<file path="src/rtl/twoop_pkg.sv">
package twoop_pkg;
    parameter int DATA_W = 16;
    parameter int LIT_W  = 4;
    parameter int OP_W   = 4;

    typedef enum logic [OP_W-1:0] {
        OP_ADN = 4'd0,  OP_SBN = 4'd1,  OP_MOV = 4'd2,  OP_NEG = 4'd3,
        OP_ADD = 4'd4,  OP_SUB = 4'd5,  OP_ADC = 4'd6,  OP_SBB = 4'd7,
        OP_AND = 4'd8,  OP_OR  = 4'd9,  OP_XOR = 4'd10, OP_INV = 4'd11,
        OP_SR  = 4'd12, OP_SL  = 4'd13, OP_RRC = 4'd14, OP_RLC = 4'd15
    } op_e;

    typedef struct packed {
        logic [DATA_W-1:0] value;
        logic              cout;
        logic              cwe;
    } alu_out_t;

    // Upper half of the op space holds the bit-level operations.
    function automatic logic is_bitop(op_e o);
        return o[OP_W-1];
    endfunction
endpackage

</file>
<file path="src/rtl/twoop_src_mux.sv">
module twoop_src_mux
    import twoop_pkg::*;
(
    input  logic [DATA_W-1:0] s_reg,
    input  logic [LIT_W-1:0]  s_lit,
    input  logic              use_lit,
    output logic [DATA_W-1:0] s_eff
);
    localparam int PAD_W = DATA_W - LIT_W;

    always_comb begin
        if (use_lit) s_eff = {{PAD_W{1'b0}}, s_lit};
        else         s_eff = s_reg;
    end
endmodule

</file>
<file path="src/rtl/twoop_arith.sv">
module twoop_arith
    import twoop_pkg::*;
(
    input  op_e               op,
    input  logic [DATA_W-1:0] d,
    input  logic [DATA_W-1:0] s,
    input  logic              cin,
    output alu_out_t          out
);
    localparam int SUM_W = DATA_W + 1;

    logic              sub_mode, zero_a, use_cin, we;
    logic [DATA_W-1:0] a_in, b_in;
    logic              c_in_eff;
    logic [SUM_W-1:0]  sum;

    always_comb begin
        sub_mode = 1'b0;
        zero_a   = 1'b0;
        use_cin  = 1'b0;
        we       = 1'b0;
        case (op)
            OP_SBN: sub_mode = 1'b1;
            OP_MOV: zero_a   = 1'b1;
            OP_NEG: begin zero_a = 1'b1; sub_mode = 1'b1; end
            OP_ADD: we = 1'b1;
            OP_SUB: begin sub_mode = 1'b1; we = 1'b1; end
            OP_ADC: begin use_cin = 1'b1; we = 1'b1; end
            OP_SBB: begin sub_mode = 1'b1; use_cin = 1'b1; we = 1'b1; end
            default: ;
        endcase
    end

    always_comb begin
        a_in = zero_a ? '0 : d;
        b_in = sub_mode ? ~s : s;
        // Subtraction adds the complement plus one, minus any borrow-in.
        if (sub_mode) c_in_eff = use_cin ? ~cin : 1'b1;
        else          c_in_eff = use_cin ? cin : 1'b0;
        sum = {1'b0, a_in} + {1'b0, b_in} + {{DATA_W{1'b0}}, c_in_eff};
    end

    always_comb begin
        out.value = sum[DATA_W-1:0];
        out.cwe   = we;
        if (we) out.cout = sub_mode ? ~sum[DATA_W] : sum[DATA_W];
        else    out.cout = cin;
    end
endmodule

</file>
<file path="src/rtl/twoop_bitops.sv">
module twoop_bitops
    import twoop_pkg::*;
(
    input  op_e               op,
    input  logic [DATA_W-1:0] d,
    input  logic [DATA_W-1:0] s,
    input  logic              cin,
    output alu_out_t          out
);
    always_comb begin
        out.value = '0;
        out.cout  = cin;
        out.cwe   = 1'b0;
        case (op)
            OP_AND: out.value = d & s;
            OP_OR:  out.value = d | s;
            OP_XOR: out.value = d ^ s;
            OP_INV: out.value = ~s;
            OP_SR:  out.value = {cin, s[DATA_W-1:1]};
            OP_SL:  out.value = {s[DATA_W-2:0], 1'b0};
            OP_RRC: begin
                out.value = {cin, s[DATA_W-1:1]};
                out.cout  = s[0];
                out.cwe   = 1'b1;
            end
            OP_RLC: begin
                out.value = {s[DATA_W-2:0], cin};
                out.cout  = s[DATA_W-1];
                out.cwe   = 1'b1;
            end
            default: ;
        endcase
    end
endmodule

</file>
<file path="src/rtl/twoop_alu.sv">
module twoop_alu
    import twoop_pkg::*;
(
    input  logic              clk,
    input  logic              rst,
    input  logic [OP_W-1:0]   op,
    input  logic [DATA_W-1:0] d_val,
    input  logic [DATA_W-1:0] s_reg,
    input  logic [LIT_W-1:0]  s_lit,
    input  logic              use_lit,
    input  logic              ts_zero,
    input  logic              cond_nz,
    output logic [DATA_W-1:0] result,
    output logic              carry_next,
    output logic              carry_we,
    output logic              commit,
    output logic              carry_q
);
    op_e               op_t;
    logic [DATA_W-1:0] s_eff;
    alu_out_t          arith_o, bit_o, sel_o;

    assign op_t = op_e'(op);

    twoop_src_mux u_src (
        .s_reg   (s_reg),
        .s_lit   (s_lit),
        .use_lit (use_lit),
        .s_eff   (s_eff)
    );

    twoop_arith u_arith (
        .op  (op_t),
        .d   (d_val),
        .s   (s_eff),
        .cin (carry_q),
        .out (arith_o)
    );

    twoop_bitops u_bits (
        .op  (op_t),
        .d   (d_val),
        .s   (s_eff),
        .cin (carry_q),
        .out (bit_o)
    );

    assign sel_o      = is_bitop(op_t) ? bit_o : arith_o;
    assign result     = sel_o.value;
    assign carry_next = sel_o.cout;
    assign carry_we   = sel_o.cwe;
    assign commit     = cond_nz ? ~ts_zero : ts_zero;

    always_ff @(posedge clk) begin
        if (rst)                   carry_q <= 1'b0;
        else if (commit && carry_we) carry_q <= carry_next;
    end
endmodule

</file>
<file path="config.mk">
export PLATFORM = sky130hd
export DESIGN_NAME = twoop_alu
export DESIGN_NICKNAME = d
export VERILOG_FILES = /design/src/rtl/twoop_pkg.sv /design/src/rtl/twoop_src_mux.sv /design/src/rtl/twoop_arith.sv /design/src/rtl/twoop_bitops.sv /design/src/rtl/twoop_alu.sv
export SDC_FILE = /design/constraint.sdc
export NUM_CORES = 1
export LEC_CHECK = 0
export ABC_AREA = 1
export BUFFER_PORTS_ARGS = -buffer_cell sky130_fd_sc_hd__buf_2
export CORE_ASPECT_RATIO = 0.9
export CORE_UTILIZATION = 62
export CTS_CLUSTER_DIAMETER = 50
export DETAILED_ROUTE_END_ITERATION = 10
export PLACE_DENSITY = 0.86
export SYNTH_ARGS = -nofsm -noshare
export SYNTH_HDL_FRONTEND = slang
export SYNTH_HIERARCHICAL = 1
export SYNTH_SLANG_ARGS = --single-unit
</file>
<file path="constraint.sdc">
create_clock -name clk -period 6.43 [get_ports clk]
set_clock_uncertainty 0.2 [all_clocks]
set_input_delay 0.643 -clock clk [delete_from_list [all_inputs] [get_ports clk]]
set_output_delay 0.643 -clock clk [all_outputs]
set_load 0.005 [all_outputs]
</file>
==> results of run 1 <==
[report_power, final]
part	internal, mW	total (mW)	switching (mW)
Combinational	0.113	0.302	0.188
Sequential	0.00664	0.00719	0.000548
Clock	0	0	0
[path summary, 6_finish.rpt]
path                start  slack, ns  cells after the start    endpoint
setup / recovery    op[3]       1.70                     18  carry_next
hold / removal    carry_q       0.38                      2     carry_q
setup reg to reg  carry_q       3.49                     18     carry_q
hold reg to reg   carry_q       0.38                      2     carry_q
[metal layers]
layer  up-vias  wire length (µm)
met2       214              4290
met3        19               727
met1      1689              3980
met5         -                 0
met4         0               172
li1       1966                 -
[area by class of cell]
class	count	area, µm²	area share (%)
Inverter	116	438	12.6
Timing Repair Buffer	66	335	9.63
Tap cell	65	81.3	2.34
Multi-Input combinational cell	486	2610	74.9
Sequential cell	1	20.0	0.575
[logic make-up after synthesis]
family | synth area share [%]
compound gates | 3.24
xor+xnor | 7.11
fa+ha+maj | 19.6
buf+inv | 18.1
flops | 0.625
simple gates | 51.3
[through the flow]
| step | cells | total power [mW] | setup slack, ns | util (%) |
|---|---|---|---|---|
| after floorplan | 621 | 0.220 | 2.83 | - |
| after global placement | 734 | 0.297 | 1.86 | 71.1 |
| after detailed placement | 734 | 0.303 | 1.74 | 71.1 |
| after CTS | 734 | 0.305 | 1.72 | 71.1 |
| after global routing | 734 | 0.350 | 1.38 | 71.1 |
| final | 734 | 0.309 | 1.70 | 71.1 |
[critical path, delay by kind of cell]
family                     cells  cell delay [ns]
and+or+nand+nor               11             1.58
xor gates and xnor gates       1             0.19
buffers and inverters          4             0.59
adders and majority gates      2             0.89
[cells in the final DEF, fill, tap and decap left out, types with 2 or more instances in the layout]
master	instances
a21o_1	2
a21oi_1	12
buf_2	64
buf_4	2
fa_1	2
ha_1	47
inv_1	114
nand2_1	235
nand2_2	4
nand2_4	2
nand3_1	54
nand3_2	2
nand3b_1	10
nand4_1	3
nor2_1	73
nor2_2	4
o21ai_0	4
xnor2_1	16
xor2_1	10
==> summary.txt, run 1 <==
Largest net degree at the start of global routing -> 49
Initial Util -> 65.5%
Antenna Cells -> 0
Critical path's slowest cell -> or2_1
Die height -> 70.2 µm
Die ar. -> 5460 µm²
RSZ-0062 raised after global routing -> false
Post-DP HPWL -> 7190 µm
Worst slew margin -> 38.0%
Area of placed instances -> 3480 µm²
Global route overflow -> 0
Fmax -> 212 MHz
Part of the cycle the worst path needs -> 73.5%
DRC errors left -> 0
Synth area leaders -> nand2_1 (28%), ha_1 (18%), inv_1 (13%), nor2_1 (8.7%), nand3_1 (8.4%)
Final Instance Area -> 3480 µm²
Critical path, cell by cell -> buf_2, or2_1, xnor2_1, fa_1, fa_1, nand2_1, nand2_1, nand3_1, nand2_2, nand2_1, nand3_1, nand3_1, nand2_1, inv_1, nand2_1, nand2_1, inv_1, buf_2
Final hold slack -> 0.383 ns
Yosys top cell by area -> nand2_1
Yosys top cell area share -> 27.5%
Site Rows -> 24
Fillers -> 453
First-pass GRT wire length -> 15500 µm
Status -> finished, final reports clean
Post-Syn Area -> 3200 µm²
GR Util met3 -> 1.57%
CTS Hold Bufs -> 0
Worst-path clk slew -> 0 ns
Slew Limit Fails -> 0
Leading cell type by number of instances after synthesis -> nand2_1
GR peak layer -> met2
CP most frequent cell -> nand2_1
Largest register FFs -> 1
Max FO, Critical Path -> 26
Post-synth top cells -> nand2_1 (235), inv_1 (114), nor2_1 (74)
Fin. Hold Viols -> 0
Critical path arrival -> 3.88 ns
Sequential-to-total area share from yosys stat -> 0.625%
Vias -> 3888
Post-synth ARST share -> 0%
Antenna Nets Post-Route -> 0
PD cells -> 88.8 nW/µm²
PortBufs -> 64
Top flop regs -> carry_q (1)
GRT met2 Usage -> 62.8%
Worst slew pin tran -> 0.927 ns
Final net count -> 765
Total GRT Usage -> 34.9%
GR Util met1 -> 45.1%
Setup Buffers After CTS -> 0
Max cap viols -> 0
CP max stage delay -> 0.76 ns
Worst vdd ir -> 0.0000641 V
Worst-Skew Late Latency -> 0 ns
Core Region -> 4890 µm²
Cells after Synth -> 621
Initial antenna violation count -> 0
WS Path Type -> input pin to output port
Post-cts repair resize count -> 0
I/O pin total -> 65
Wirelength, routed -> 9170 µm
CP Capture Type -> output port
Crit path required time -> 5.59 ns
Syn avg cell area -> 5.16 µm²
Synth warn -> 6
Endpoints failing setup -> 0
Share of cells above drive strength 1 -> 12.1%
Ys flop type -> dfxtp_1
Syn nets -> 715
Setup TNS -> 0 ns
Post-synth EDFFs -> 0
Vias in the first global route -> 3503
Area delta synth->final -> 8.63%
Die Wd -> 77.8 µm
Count of cell types in the netlist -> 30
Vias/cell -> 5.30
DR WL/cell -> 12.5 µm
Reg with most FFs -> carry_q
Critical path launch point type -> input pin
#FFs+latches synth -> 1
Total leakage power -> 2.34 nW
Placer Congestion -> 0.955
Initial DRC count -> 316
Post-layout minimum cycle time -> 4.73 ns
Pre-antenna DRT Iters -> 5
Hold crit path type -> register to register
(Power assumes the default switching activity.)
==> inputs of run 2 (changes only) <==
--- a/config.mk
+++ b/config.mk
@@ -8,10 +8,10 @@
 export ABC_AREA = 1
 export BUFFER_PORTS_ARGS = -buffer_cell sky130_fd_sc_hd__buf_2
 export CORE_ASPECT_RATIO = 0.9
-export CORE_UTILIZATION = 62
+export CORE_UTILIZATION = 58
 export CTS_CLUSTER_DIAMETER = 50
 export DETAILED_ROUTE_END_ITERATION = 10
-export PLACE_DENSITY = 0.86
+export PLACE_DENSITY = 0.81
 export SYNTH_ARGS = -nofsm -noshare
 export SYNTH_HDL_FRONTEND = slang
 export SYNTH_HIERARCHICAL = 1
==> constraint.sdc (replaced) <==
create_clock -name clk -period 4.8 [get_ports clk]
set_clock_uncertainty 0.2 [all_clocks]
set_input_delay 0.48 -clock clk [delete_from_list [all_inputs] [get_ports clk]]
set_output_delay 0.48 -clock clk [all_outputs]
set_load 0.005 [all_outputs]
==> run 2 against run 1 <==
Combinational power rose by 35%. Wire length fell by 1.4%. First-iteration DRC count increased by 1.9%. Final area increased by 0.50%. Final cell count is 0.54% higher. Via count fell by 0.98%. Total power rose by 35%. Sequential share of layout area barely moved. Sequential power is 35% higher. Critical endpoint unchanged.
==> summary.txt, run 2 (synthesized netlist as in run 1, its figures left out) <==
Status -> finished, final reports clean
Worst slew margin -> 45.2%
Endpoints failing setup -> 0
Most frequent cells in the layout -> nand2_1 (235), inv_1 (114), nor2_1 (73)
Setup slack on the worst flop-to-flop path -> 1.95 ns
CP Capture Type -> output port
Fmax -> 259 MHz
PD cells -> 119 nW/µm²
Largest register FFs -> 1
Total GRT Usage -> 32.1%
Worst vdd ir -> 0.0000839 V
Post-DP HPWL -> 7230 µm
Pre-antenna DRT Iters -> 5
Hold Crit Depth -> 2
Initial Util -> 60.6%
Critical path arrival -> 3.19 ns
Worst slew pin tran -> 0.820 ns
Critical path launch point type -> input pin
Max FO, Critical Path -> 26
Die ar. -> 5830 µm²
Initial DRC count -> 322
First-pass GRT wire length -> 14900 µm
Share of cells above drive strength 1 -> 12.4%
Worst r2r dst -> carry_q
Die height -> 72.5 µm
DR WL/cell -> 12.3 µm
Placer Congestion -> 0.962
Pre-CTS setup slack -> 0.959 ns
Fin. Hold Viols -> 0
Worst reg2reg path depth -> 18
WS Path Type -> input pin to output port
Crit path required time -> 4.12 ns
Final std cells w/o fill -> 738
Clock network power share -> 0%
Initial antenna violation count -> 0
Global route overflow -> 0
DRC errors left -> 0
Setup TNS -> 0 ns
Area delta synth->final -> 9.18%
CTS Hold Bufs -> 0
Largest net degree at the start of global routing -> 49
Switch share -> 61.2%
Reg with most FFs -> carry_q
Sequential power share -> 2.3%
Core Region -> 5290 µm²
Net Sw Power -> 255 µW
Logic gate share of total power -> 97.7%
Commonest non-fill, non-tap cell in the layout -> nand2_1
Reg2reg start -> carry_q
Vias in the first global route -> 3392
Top flop regs -> carry_q (1)
Worst-Skew Late Latency -> 0 ns
Total leakage power -> 2.35 nW
Post-layout minimum cycle time -> 3.87 ns
Vias/cell -> 5.22
Endpoint of the worst hold path -> carry_q
Internal power -> 162 µW
Worst-path clk slew -> 0 ns
RSZ-0062 raised after global routing -> false
Vias -> 3850
PortBufs -> 64
Antenna Cells -> 0
Setup slack after layout -> 0.933 ns
Hold crit path type -> register to register
Final net count -> 767
Site Rows -> 25
Antenna Nets Post-Route -> 0
Post-cts repair resize count -> 0
Die Wd -> 80.4 µm
Wirelength, routed -> 9040 µm
Slew Limit Fails -> 0
HP Start -> carry_q
Setup Buffers After CTS -> 0
Max cap viols -> 0
I/O pin total -> 65
Part of the cycle the worst path needs -> 80.6%
Final Power -> 417 µW
DP Cell Count -> 738
[run 2: stage by stage]
step / util, % / instance area (µm²) / hold slack (ns)
final: 66.2 / 3500 / 0.401
after global routing: 66.2 / 3500 / 0.446
after CTS: 66.2 / 3500 / 0.399
after detailed placement: 66.2 / 3500 / 0.396
after global placement: 66.2 / 3500 / 0.384
after floorplan: - / 3200 / 0.347
[run 2: worst max path at each step]
stage                  to  start  slack [ns]
6_report       carry_next  op[3]        0.93
5_1_grt        carry_next  op[3]        0.55
4_1_cts        carry_next  op[3]        0.94
2_1_floorplan  carry_next  op[0]        1.53
3_3_place_gp   carry_next  op[3]        1.03
3_5_place_dp   carry_next  op[3]        0.96
[run 2: layer usage]
layer / vias up / part of all wire, % / GRT usage [%]
li1: 1966 / - / -
met1: 1685 / 44 / 40.7
met2: 181 / 48 / 59.6
met3: 18 / 6.5 / 0.629
met4: 0 / 2.1 / 7.74
met5: - / 0 / 0
[run 2: layout make-up]
type	count	area [µm²]
multi-input combinational	486	2610
timing repair buffer	68	350
inverter	116	438
sequential	1	20.0
tap	67	83.8
fill	528	1790
[run 2: critical path, stage by stage]
cell     delay [ns]
buf_2          0.25
nor2_1         0.34
nand3_1        0.14
xor2_1         0.17
fa_1           0.41
fa_1           0.42
nand2_1        0.08
nand2_1        0.08
nand3_1        0.10
nand2_2        0.09
nand2_1        0.09
nand2_1        0.05
nand2_1        0.06
nand3_1        0.06
nand2_1        0.07
inv_1          0.04
nand2_1        0.05
nand2_1        0.07
inv_1          0.05
buf_2          0.10
[run 2: power groups by stage]
stage	logic [mW]	clock network, mW	registers [mW]
detailed placement	0.400	0	0.00966
global placement	0.393	0	0.00963
finish	0.408	0	0.00970
CTS	0.402	0	0.00966
global route	0.459	0	0.00979
floorplan	0.285	0	0.00946
==> inputs of run 3 (changes only) <==
--- a/config.mk
+++ b/config.mk
@@ -8,10 +8,10 @@
 export ABC_AREA = 1
 export BUFFER_PORTS_ARGS = -buffer_cell sky130_fd_sc_hd__buf_2
 export CORE_ASPECT_RATIO = 0.9
-export CORE_UTILIZATION = 58
+export CORE_UTILIZATION = 52
 export CTS_CLUSTER_DIAMETER = 50
 export DETAILED_ROUTE_END_ITERATION = 10
-export PLACE_DENSITY = 0.81
+export PLACE_DENSITY = 0.76
 export SYNTH_ARGS = -nofsm -noshare
 export SYNTH_HDL_FRONTEND = slang
 export SYNTH_HIERARCHICAL = 1
==> constraint.sdc (replaced) <==
create_clock -name clk -period 3.11 [get_ports clk]
set_clock_uncertainty 0.2 [all_clocks]
set_input_delay 0.311 -clock clk [delete_from_list [all_inputs] [get_ports clk]]
set_output_delay 0.311 -clock clk [all_outputs]
set_load 0.005 [all_outputs]
==> run 3 against run 2 <==
Sequential share of layout area fell by 0.055 points. Critical path depth is 4 lower. Final cell count increased by 5.4%. Via count rose by 1.7%. Flip-flop and latch count is the same. Global-route usage decreased by 2.3 points. Wire length grew 5.0%. Final area up 11%. Sequential power up 46%. Register-to-register slack got worse by 1.5 ns. Hold slack worse by 0.058 ns. Combinational power up 71%. Critical path type unchanged.
==> summary.txt, run 3 (synthesized netlist as in run 1, its figures left out) <==
Status -> finished, final reports clean
Vias -> 3917
Fillers -> 586
Switch share -> 57.2%
Die ar. -> 6480 µm²
PortBufs -> 64
Internal power -> 305 µW
Post-DP HPWL -> 7520 µm
Worst-Skew Late Latency -> 0 ns
I/O pin total -> 65
Critical path launch point type -> input pin
Max FO, Critical Path -> 5
DR WL/cell -> 12.2 µm
Fin. Hold Viols -> 0
Net Sw Power -> 408 µW
Worst vdd ir -> 0.000132 V
PD cells -> 184 nW/µm²
Site Rows -> 26
Hold crit path type -> input pin to register
Most frequent cells in the layout -> nand2_1 (229), inv_1 (112), nor2_1 (72)
Core Region -> 5820 µm²
Die Wd -> 84.7 µm
Critical path arrival -> 2.53 ns
DRC errors left -> 0
Commonest non-fill, non-tap cell in the layout -> nand2_1
Worst slew pin tran -> 0.772 ns
Initial antenna violation count -> 0
Antenna Nets Post-Route -> 0
Reg with most FFs -> carry_q
Top flop regs -> carry_q (1)
WS Path Type -> input pin to output port
Final net count -> 804
Crit path required time -> 2.60 ns
First-pass GRT wire length -> 16100 µm
Setup slack after layout -> 0.0653 ns
Vias/cell -> 5.03
Multi-input gate area -> 2680 µm²
Worst slew margin -> 48.4%
Initial DRC count -> 296
Fin util -> 66.5%
Die height -> 76.5 µm
Part of the cycle the worst path needs -> 97.9%
Total GRT Usage -> 29.7%
Logic gate share of total power -> 98.0%
Placer Congestion -> 0.943
Endpoints failing setup -> 0
Worst-path clk slew -> 0 ns
Vias in the first global route -> 3636
Largest net degree at the start of global routing -> 49
Share of cells above drive strength 1 -> 19.8%
Post-layout minimum cycle time -> 3.04 ns
Sequential power share -> 2.0%
Wirelength, routed -> 9490 µm
Global route overflow -> 0
CTS Hold Bufs -> 0
Antenna Cells -> 0
Max cap viols -> 0
Total leakage power -> 2.55 nW
RSZ-0062 raised after global routing -> true
Clock network power share -> 0%
FF+latch area -> 20.0 µm²
Fmax -> 328 MHz
Pre-CTS setup slack -> -0.0660 ns
Initial Util -> 55.0%
Area delta synth->final -> 20.9%
Slew Limit Fails -> 0
CP Capture Type -> output port
Pre-antenna DRT Iters -> 7
Largest register FFs -> 1
## run 3: cell types whose count changed in the layout (fill, tap and decap cells not counted), sizes merged
cell,change
buf,+37
## run 3: routing by layer
layer  up-vias  part of all wire (%)  GRT usage [%]
met5         -                     0              0
met2       148                    48           55.2
met4         0                   2.2           5.59
met3        16                   5.7          0.325
li1       2035                     -              -
met1      1718                    44           38.6
## run 3: path summary, 6_finish.rpt
path                start  depth (start not counted)          to  slack [ns]
setup / recovery    op[3]                         16  result[12]        0.07
hold / removal        rst                          4     carry_q        0.34
hold reg to reg   carry_q                          3     carry_q        0.45
setup reg to reg  carry_q                         20     carry_q        0.48
## run 3: stage by stage
| stage | total power [mW] | TNS [ns] | instances | instance area [µm²] | hold slack (ns) |
|---|---|---|---|---|---|
| 5_1_grt | 0.803 | -0.243 | 778 | 3870 | 0.387 |
| 6_report | 0.712 | 0 | 778 | 3870 | 0.343 |
| 3_3_place_gp | 0.660 | -0.0424 | 776 | 3760 | 0.339 |
| 2_1_floorplan | 0.455 | 0 | 621 | 3200 | 0.255 |
| 4_1_cts | 0.678 | 0 | 776 | 3770 | 0.348 |
| 3_5_place_dp | 0.672 | -0.116 | 776 | 3760 | 0.346 |
## run 3: worst max-delay path, stage by stage
cell and delay [ns]:
buf_6 0.10, or2_4 0.29, xnor2_4 0.15, fa_2 0.41, fa_2 0.36, nand2_2 0.07
nand2_2 0.07, nand3_2 0.09, nand2_2 0.06, buf_4 0.15, nand3_2 0.06, nand2_2 0.05
xor2_1 0.13, nand2_1 0.06, nand2_1 0.04, buf_2 0.12
## run 3: layout make-up
| class | instances | share of cell area, % |
|---|---|---|
| tap | 70 | 2.26 |
| timing repair buffer | 105 | 16.6 |
| inverter | 116 | 11.3 |
| multi-input combinational | 486 | 69.3 |
| sequential | 1 | 0.517 |
## run 3: power groups by stage
stage               Clock [mW]  Sequential (mW)  Combinational (mW)
finish                       0           0.0142               0.698
global route                 0           0.0143               0.789
CTS                          0           0.0141               0.664
detailed placement           0           0.0141               0.658
global placement             0           0.0141               0.646
floorplan                    0           0.0146               0.440
## run 3: what timing repair did
item,in CTS,in global routing
setup buffers,0,2
gates resized for setup,2,23
pin swaps,0,7
endpoints found under the setup margin,3,9
gates cloned,0,0
